File: src/rtl/tk_pkg.sv
package tk_pkg;
  localparam int ADR_CTRL = 0;
  localparam int ADR_STAT = 1;
  localparam int ADR_DLO  = 2;
  localparam int ADR_DHI  = 3;
  localparam int ADR_TOD0 = 4;
  localparam int CB_SNAP   = 0;
  localparam int CB_ACK    = 1;
  localparam int CB_COMMIT = 2;
endpackage

File: src/rtl/tk_prescaler.sv
module tk_prescaler #(
  parameter int TICK_DIV = 36864
) (
  input  logic clk,
  input  logic rst_n,
  output logic tick_o
);
  localparam int CW = (TICK_DIV > 1) ? $clog2(TICK_DIV) : 1;
  localparam logic [CW-1:0] LAST = CW'(TICK_DIV - 1);

  logic [CW-1:0] cnt_q, cnt_d;

  always_comb begin
    tick_o = (cnt_q == LAST);
    cnt_d  = tick_o ? '0 : cnt_q + 1'b1;
  end

  always_ff @(posedge clk or negedge rst_n) begin
    if (!rst_n) cnt_q <= '0;
    else        cnt_q <= cnt_d;
  end
endmodule

File: src/rtl/tk_seconds.sv
module tk_seconds #(
  parameter int JIFFIES = 100,
  parameter int UP_W    = 32,
  parameter int TOD_W   = 40
) (
  input  logic             clk,
  input  logic             rst_n,
  input  logic             tick_i,
  input  logic             load_i,
  input  logic [TOD_W-1:0] load_val_i,
  output logic             sec_o,
  output logic [UP_W-1:0]  uptime_o,
  output logic [TOD_W-1:0] tod_o
);
  localparam int JW = (JIFFIES > 1) ? $clog2(JIFFIES) : 1;
  localparam logic [JW-1:0] JLAST = JW'(JIFFIES - 1);

  logic [JW-1:0]    jif_q, jif_d;
  logic [UP_W-1:0]  up_q, up_d;
  logic [TOD_W-1:0] tod_q, tod_d;

  always_comb begin
    sec_o = tick_i && (jif_q == JLAST);
    jif_d = jif_q;
    if (tick_i) jif_d = sec_o ? '0 : jif_q + 1'b1;
    up_d  = sec_o ? up_q + 1'b1 : up_q;
    tod_d = tod_q;
    if (load_i)     tod_d = load_val_i;
    else if (sec_o) tod_d = tod_q + 1'b1;
  end

  always_ff @(posedge clk or negedge rst_n) begin
    if (!rst_n) begin
      jif_q <= '0;
      up_q  <= '0;
      tod_q <= '0;
    end else begin
      jif_q <= jif_d;
      up_q  <= up_d;
      tod_q <= tod_d;
    end
  end

  assign uptime_o = up_q;
  assign tod_o    = tod_q;
endmodule

File: src/rtl/tk_delay.sv
module tk_delay #(
  parameter int JIFFIES = 100,
  parameter int DLY_W   = 16
) (
  input  logic             clk,
  input  logic             rst_n,
  input  logic             tick_i,
  input  logic             start_i,
  input  logic [DLY_W-1:0] secs_i,
  output logic [DLY_W-1:0] left_o,
  output logic             busy_o
);
  localparam int JW = $clog2(JIFFIES + 1);
  localparam logic [JW-1:0] JFULL = JW'(JIFFIES);

  logic [DLY_W-1:0] sec_q, sec_d;
  logic [JW-1:0]    jif_q, jif_d;

  always_comb begin
    sec_d = sec_q;
    jif_d = jif_q;
    if (start_i) begin
      sec_d = secs_i;
      jif_d = JFULL;
    end else if (tick_i && (sec_q != '0)) begin
      if (jif_q == JW'(1)) begin
        sec_d = sec_q - 1'b1;
        jif_d = JFULL;
      end else begin
        jif_d = jif_q - 1'b1;
      end
    end
  end

  always_ff @(posedge clk or negedge rst_n) begin
    if (!rst_n) begin
      sec_q <= '0;
      jif_q <= '0;
    end else begin
      sec_q <= sec_d;
      jif_q <= jif_d;
    end
  end

  assign left_o = sec_q;
  assign busy_o = (sec_q != '0);
endmodule

File: src/rtl/tick_timekeeper.sv
module tick_timekeeper
  import tk_pkg::*;
#(
  parameter int TICK_DIV = 36864,
  parameter int JIFFIES  = 100,
  parameter int UP_W     = 32,
  parameter int TOD_W    = 40,
  parameter int DLY_W    = 16
) (
  input  logic       clk,
  input  logic       rst_n,
  input  logic       wr_en,
  input  logic       rd_en,
  input  logic [3:0] addr,
  input  logic [7:0] wdata,
  output logic [7:0] rdata,
  output logic       rvalid,
  output logic       irq,
  output logic       delay_busy
);
  localparam int TOD_B   = TOD_W / 8;
  localparam int UP_B    = UP_W / 8;
  localparam int ADR_UP0 = ADR_TOD0 + TOD_B;

  // reset: asserted asynchronously, released on the second edge
  logic [1:0] rs_q;
  logic       rst_int_n;
  always_ff @(posedge clk or negedge rst_n) begin
    if (!rst_n) rs_q <= '0;
    else        rs_q <= {rs_q[0], 1'b1};
  end
  assign rst_int_n = rs_q[1];

  logic             tick, sec_pulse, busy;
  logic [UP_W-1:0]  uptime;
  logic [TOD_W-1:0] tod;
  logic [DLY_W-1:0] dly_left, dly_val;
  logic             wr_ctrl, snap_cmd, ack_cmd, tod_commit, dly_start;

  logic [TOD_W-1:0] stage_q, stage_d;
  logic [7:0]       dlo_q, dlo_d;
  logic [TOD_W-1:0] stod_q, stod_d;
  logic [UP_W-1:0]  sup_q, sup_d;
  logic             irq_q, irq_d;
  logic [7:0]       rd_q, rd_d;
  logic             rv_q;

  always_comb begin
    wr_ctrl    = wr_en && (addr == 4'(ADR_CTRL));
    snap_cmd   = wr_ctrl && wdata[CB_SNAP];
    ack_cmd    = wr_ctrl && wdata[CB_ACK];
    tod_commit = wr_ctrl && wdata[CB_COMMIT];
    dly_start  = wr_en && (addr == 4'(ADR_DHI));
    dly_val    = DLY_W'({wdata, dlo_q});
  end

  tk_prescaler #(.TICK_DIV(TICK_DIV)) u_pre (
    .clk(clk), .rst_n(rst_int_n), .tick_o(tick)
  );

  tk_seconds #(.JIFFIES(JIFFIES), .UP_W(UP_W), .TOD_W(TOD_W)) u_sec (
    .clk(clk), .rst_n(rst_int_n), .tick_i(tick), .load_i(tod_commit),
    .load_val_i(stage_q), .sec_o(sec_pulse), .uptime_o(uptime), .tod_o(tod)
  );

  tk_delay #(.JIFFIES(JIFFIES), .DLY_W(DLY_W)) u_dly (
    .clk(clk), .rst_n(rst_int_n), .tick_i(tick), .start_i(dly_start),
    .secs_i(dly_val), .left_o(dly_left), .busy_o(busy)
  );

  // next state for register file
  always_comb begin
    stage_d = stage_q;
    for (int b = 0; b < TOD_B; b++) begin
      if (wr_en && (addr == 4'(ADR_TOD0 + b))) stage_d[8*b +: 8] = wdata;
    end
    dlo_d  = (wr_en && (addr == 4'(ADR_DLO))) ? wdata : dlo_q;
    stod_d = snap_cmd ? tod    : stod_q;
    sup_d  = snap_cmd ? uptime : sup_q;
    irq_d  = tick ? 1'b1 : (ack_cmd ? 1'b0 : irq_q);
    rd_d   = '0;
    if (rd_en) begin
      if (addr == 4'(ADR_STAT)) rd_d = {6'b0, busy, irq_q};
      for (int b = 0; b < TOD_B; b++) begin
        if (addr == 4'(ADR_TOD0 + b)) rd_d = stod_q[8*b +: 8];
      end
      for (int b = 0; b < UP_B; b++) begin
        if (addr == 4'(ADR_UP0 + b)) rd_d = sup_q[8*b +: 8];
      end
    end
  end

  always_ff @(posedge clk or negedge rst_int_n) begin
    if (!rst_int_n) begin
      stage_q <= '0;
      dlo_q   <= '0;
      stod_q  <= '0;
      sup_q   <= '0;
      irq_q   <= 1'b0;
      rd_q    <= '0;
      rv_q    <= 1'b0;
    end else begin
      stage_q <= stage_d;
      dlo_q   <= dlo_d;
      stod_q  <= stod_d;
      sup_q   <= sup_d;
      irq_q   <= irq_d;
      rd_q    <= rd_d;
      rv_q    <= rd_en;
    end
  end

  assign rdata      = rd_q;
  assign rvalid     = rv_q;
  assign irq        = irq_q;
  assign delay_busy = busy;
endmodule

File: config.mk
export PLATFORM = sky130hd
export DESIGN_NAME = tick_timekeeper
export DESIGN_NICKNAME = d
export VERILOG_FILES = /design/src/rtl/tk_pkg.sv /design/src/rtl/tk_prescaler.sv /design/src/rtl/tk_seconds.sv /design/src/rtl/tk_delay.sv /design/src/rtl/tick_timekeeper.sv
export SDC_FILE = /design/constraint.sdc
export NUM_CORES = 1
export LEC_CHECK = 0
export BUFFER_PORTS_ARGS = -buffer_cell sky130_fd_sc_hd__clkbuf_2
export CAP_MARGIN = 10
export CORE_MARGIN = 4
export CORE_UTILIZATION = 63
export DETAILED_ROUTE_END_ITERATION = 12
export GPL_ROUTABILITY_DRIVEN = 0
export PLACE_DENSITY = 0.8
export SYNTH_ARGS = -nofsm -noshare
export SYNTH_HDL_FRONTEND = slang
export SYNTH_SLANG_ARGS = --single-unit
File: constraint.sdc
create_clock -name clk -period 9.65 [get_ports clk]
set_clock_uncertainty 0.15 [all_clocks]
set_input_delay 0.965 -clock clk [delete_from_list [all_inputs] [get_ports clk]]
set_output_delay 0.965 -clock clk [all_outputs]
set_load 0.02 [all_outputs]
==> summary.md <==
| Metric | Value |
|---|---|
| Ratio of routed vias to standard cells | 6.20 |
| Global routing usage on met2 | 0.409 |
| Slew margin rel. | 0.218 |
| Setup violation total in the final timing report | 0 |
| Synthesized instance count | 1020 |
| Number of H-tree levels | 1 |
| Number of flops mapped to enable cells by yosys | 0 |
| Setup tns final | 0 ns |
| Outcome | finished, final reports clean |
| Count of warnings emitted by yosys | 0 |
| Largest net degree at the start of global routing | 83 |
| Antenna violations before repair | 0 |
| HP Class | flip-flop to asynchronous set/reset pin |
| Die height | 144 um |
| Global-route layer with the greatest usage | met2 |
| Number of post-CTS setup repair buffers | 0 |
| Global-route wire length before repair | 41300 um |
| Global route total overflow | 0 |
| Clk sink count | 250 |
| Peak supply drop | 0.000203 V |
| Fill cell total of the finished layout | 1264 |
| Worst path arrival time | 2.12 ns |
| Endpoints failing hold | 0 |
| Combined global-route utilization of all metal layers | 0.253 |
| Slew @ Worst Pin | 1.17 ns |
| Max-cap violations | 0 |
| Synthesis-to-layout area growth | 10.0% |
| Most frequently used flop master after synthesis | dfrtp_1 |
| Placement Rows | 49 |
| Ratio of cells with drive above 1 in the final layout | 0.216 |
| Count of cell types in the netlist | 58 |
| Clock buffer count from CTS | 26 |
| Critical path peak fanout | 5 |
| Critical path launch point type | flip-flop |
| Part of the cycle the worst path needs | 0.335 |
| Hold slack | 0.0544 ns |
| Leakage power | 0.00550 uW |
| Cell at the root of the clock tree | clkbuf_16 |
| Crit Path Category | flip-flop to primary output |
| Final HPWL from detailed placement | 16500 um |
| Clock latency reported for the late side of the worst-skew pair | 0.53 ns |
| Share of synthesized flip-flops with an asynchronous set or reset | 1.00 |
| Seq/Total Area, Yosys | 0.540 |
| Setup repair after global routing missed its margin | no |
| Antenna fix cells | 0 |
| Upper clock frequency limit | 0.309 GHz |
| Number of design rule violations left after detail routing | 0 |
| Capturing element type of the critical path | primary output |
| Via count | 7942 |
| Met1 track utilization from global routing | 0.356 |
| Count of pins on the block boundary | 27 |
| Final routed wire length divided by cell count | 19.7 um |
| Initial drt markers | 715 |
| Clock tree from TritonCTS | done |
| Detailed-route wire length | 25200 um |
| Vias in the first global route | 7912 |
| Number of synthesized register bits | 250 |
| Mapped Avg Cell Area | 11.4 sq um |
| Die Span X | 144 um |
| Clk buf depth | 3 |
| Core Region | 18000 sq um |
| Input/output buffers | 26 |
| Fin crit period | 3.23 ns |
| Hold-fix buffers at CTS | 0 |
| Synthesized net count | 1044 |
| Clk slew on worst S/H paths | 0.06 ns |
| Post-synth design cell area | 11600 sq um |
| Initial core utilization | 0.643 |
| Required @ worst endpoint | 8.54 ns |
| PwrDens | 209 nW/um^2 |
| Count of nets after finishing | 1061 |
| Number of instances resized during post-cts repair | 0 |
| Met3 Track Usage GR | 0.0323 |
| DRT Pass-1 Iters | 5 |
| DIE AREA | 20600 sq um |
| Post-route antenna net violation count | 0 |
| Max-slew violation total from the final report | 0 |
final cells by class:
| cell class | count | area [sq um] | area share |
|---|---|---|---|
| flip-flops and latches | 250 | 6260 | 0.491 |
| multi-input cells | 714 | 5130 | 0.402 |
| clock buffers | 39 | 791 | 0.0620 |
| well taps | 229 | 287 | 0.0225 |
| repair buffers | 35 | 198 | 0.0155 |
| clock inverters | 5 | 52.6 | 0.00412 |
| inverters | 10 | 37.5 | 0.00294 |
layout by cell type (no fill, tap or decap), types with 8 or more instances in the layout:
cell,count
dfrtp_1,249
nor2_1,92
xor2_1,58
clkbuf_16,27
nor4_1,8
xnor2_1,40
a21oi_1,57
clkbuf_2,26
o21ai_0,33
nand2_1,67
nand4_1,34
nor3_1,17
inv_1,10
ha_1,8
buf_4,9
nand3_1,58
mux2_2,126
and3_1,19
stage by stage:
stage	cell area (sq um)	instances	total power, uW	util	setup slack [ns]
floorplan	11600	1020	1590	-	2.02
global placement	11900	1238	1670	0.661	6.03
detailed placement	11900	1238	1700	0.661	5.95
CTS	12800	1282	2680	0.708	6.40
global route	12800	1282	2780	0.708	6.21
finish	12800	1282	2670	0.708	6.42
power breakdown:
part	leakage [uW]	switching (uW)	total, uW	internal (uW)
registers	0.00313	142	1350	1210
clock network	0.000415	395	982	587
logic	0.00195	163	336	173
cells by family (layout without fill, tap and decap cells):
logic type | count (synthesis) | count (layout) | synth area share
AOI/OAI and AO/OA | 122 | 122 | 0.0593
xor gates and xnor gates | 98 | 98 | 0.0741
adders and majority gates | 8 | 8 | 0.00864
buffers and inverters | 56 | 89 | 0.0191
DFF | 250 | 250 | 0.540
muxes | 135 | 135 | 0.138
other | 1 | 1 | 0.000324
and+or+nand+nor | 350 | 350 | 0.161
registers in the layout (all words and copies together) (netlist names):
signal / count
rdata: 8
irq: 1
u_dly.jif_q: 7
sup_q: 32
rvalid: 1
dlo_q: 8
u_dly.left_o: 16
stod_q: 40
u_sec.tod_o: 40
u_sec.uptime_o: 32
u_pre.cnt_q: 16
u_sec.jif_q: 7
rs_q: 2
stage_q: 40
cells in the mapped netlist (2+ instances only):
cell / count / share of area
nor4_2: 3 / 0.0032
o211ai_1: 6 / 0.0039
a31oi_1: 3 / 0.0016
nand3_1: 58 / 0.025
or4_4: 2 / 0.0019
nor4_4: 3 / 0.0055
a21o_1: 2 / 0.0013
nand4_1: 34 / 0.018
ha_1: 8 / 0.0086
mux2_2: 126 / 0.12
and4_1: 7 / 0.0053
mux2i_1: 2 / 0.0017
a21oi_1: 57 / 0.025
inv_1: 10 / 0.0032
dfrtp_1: 250 / 0.54
mux4_2: 7 / 0.014
clkbuf_1: 35 / 0.011
buf_2: 6 / 0.0026
nor4_1: 10 / 0.0054
nand2b_1: 6 / 0.0032
and2_1: 5 / 0.0027
a211oi_1: 2 / 0.0013
o21ai_0: 33 / 0.014
buf_1: 4 / 0.0013
or3_1: 5 / 0.0027
xnor2_1: 40 / 0.030
nor3_1: 17 / 0.0073
nor2b_1: 6 / 0.0032
and3_1: 19 / 0.010
o22ai_1: 4 / 0.0022
nor2_1: 92 / 0.030
xor2_1: 58 / 0.044
o221ai_1: 3 / 0.0023
a21boi_0: 5 / 0.0032
nand2_1: 69 / 0.022
worst paths after layout:
kind | from | to | slack, ns | cells after the start
min in group clk | rs_q[0] | rs_q[1] | 0.20 | 0
hold reg to reg | rs_q[1] | stod_q[27] | 0.05 | 0
setup / recovery | u_dly.left_o[9] | delay_busy | 6.42 | 4
hold / removal | rs_q[1] | stod_q[27] | 0.05 | 0
setup reg to reg | u_sec.jif_q[0] | u_sec.uptime_o[27] | 6.76 | 7
max in group asynchronous | rs_q[1] | u_sec.tod_o[8] | 7.11 | 2
critical path, stage by stage, from the launching register on:
cell and delay [ns]:
dfrtp_1 0.40, nor4_1 0.44, nor2b_1 0.34, nand4_1 0.21, clkbuf_2 0.21
layer usage:
layer  vias up  share of wire
met2       244           0.49
met4         0          0.032
met5         -              0
met3        56          0.052
li1       3634              -
met1      4008           0.43
(Power assumes the default switching activity.)
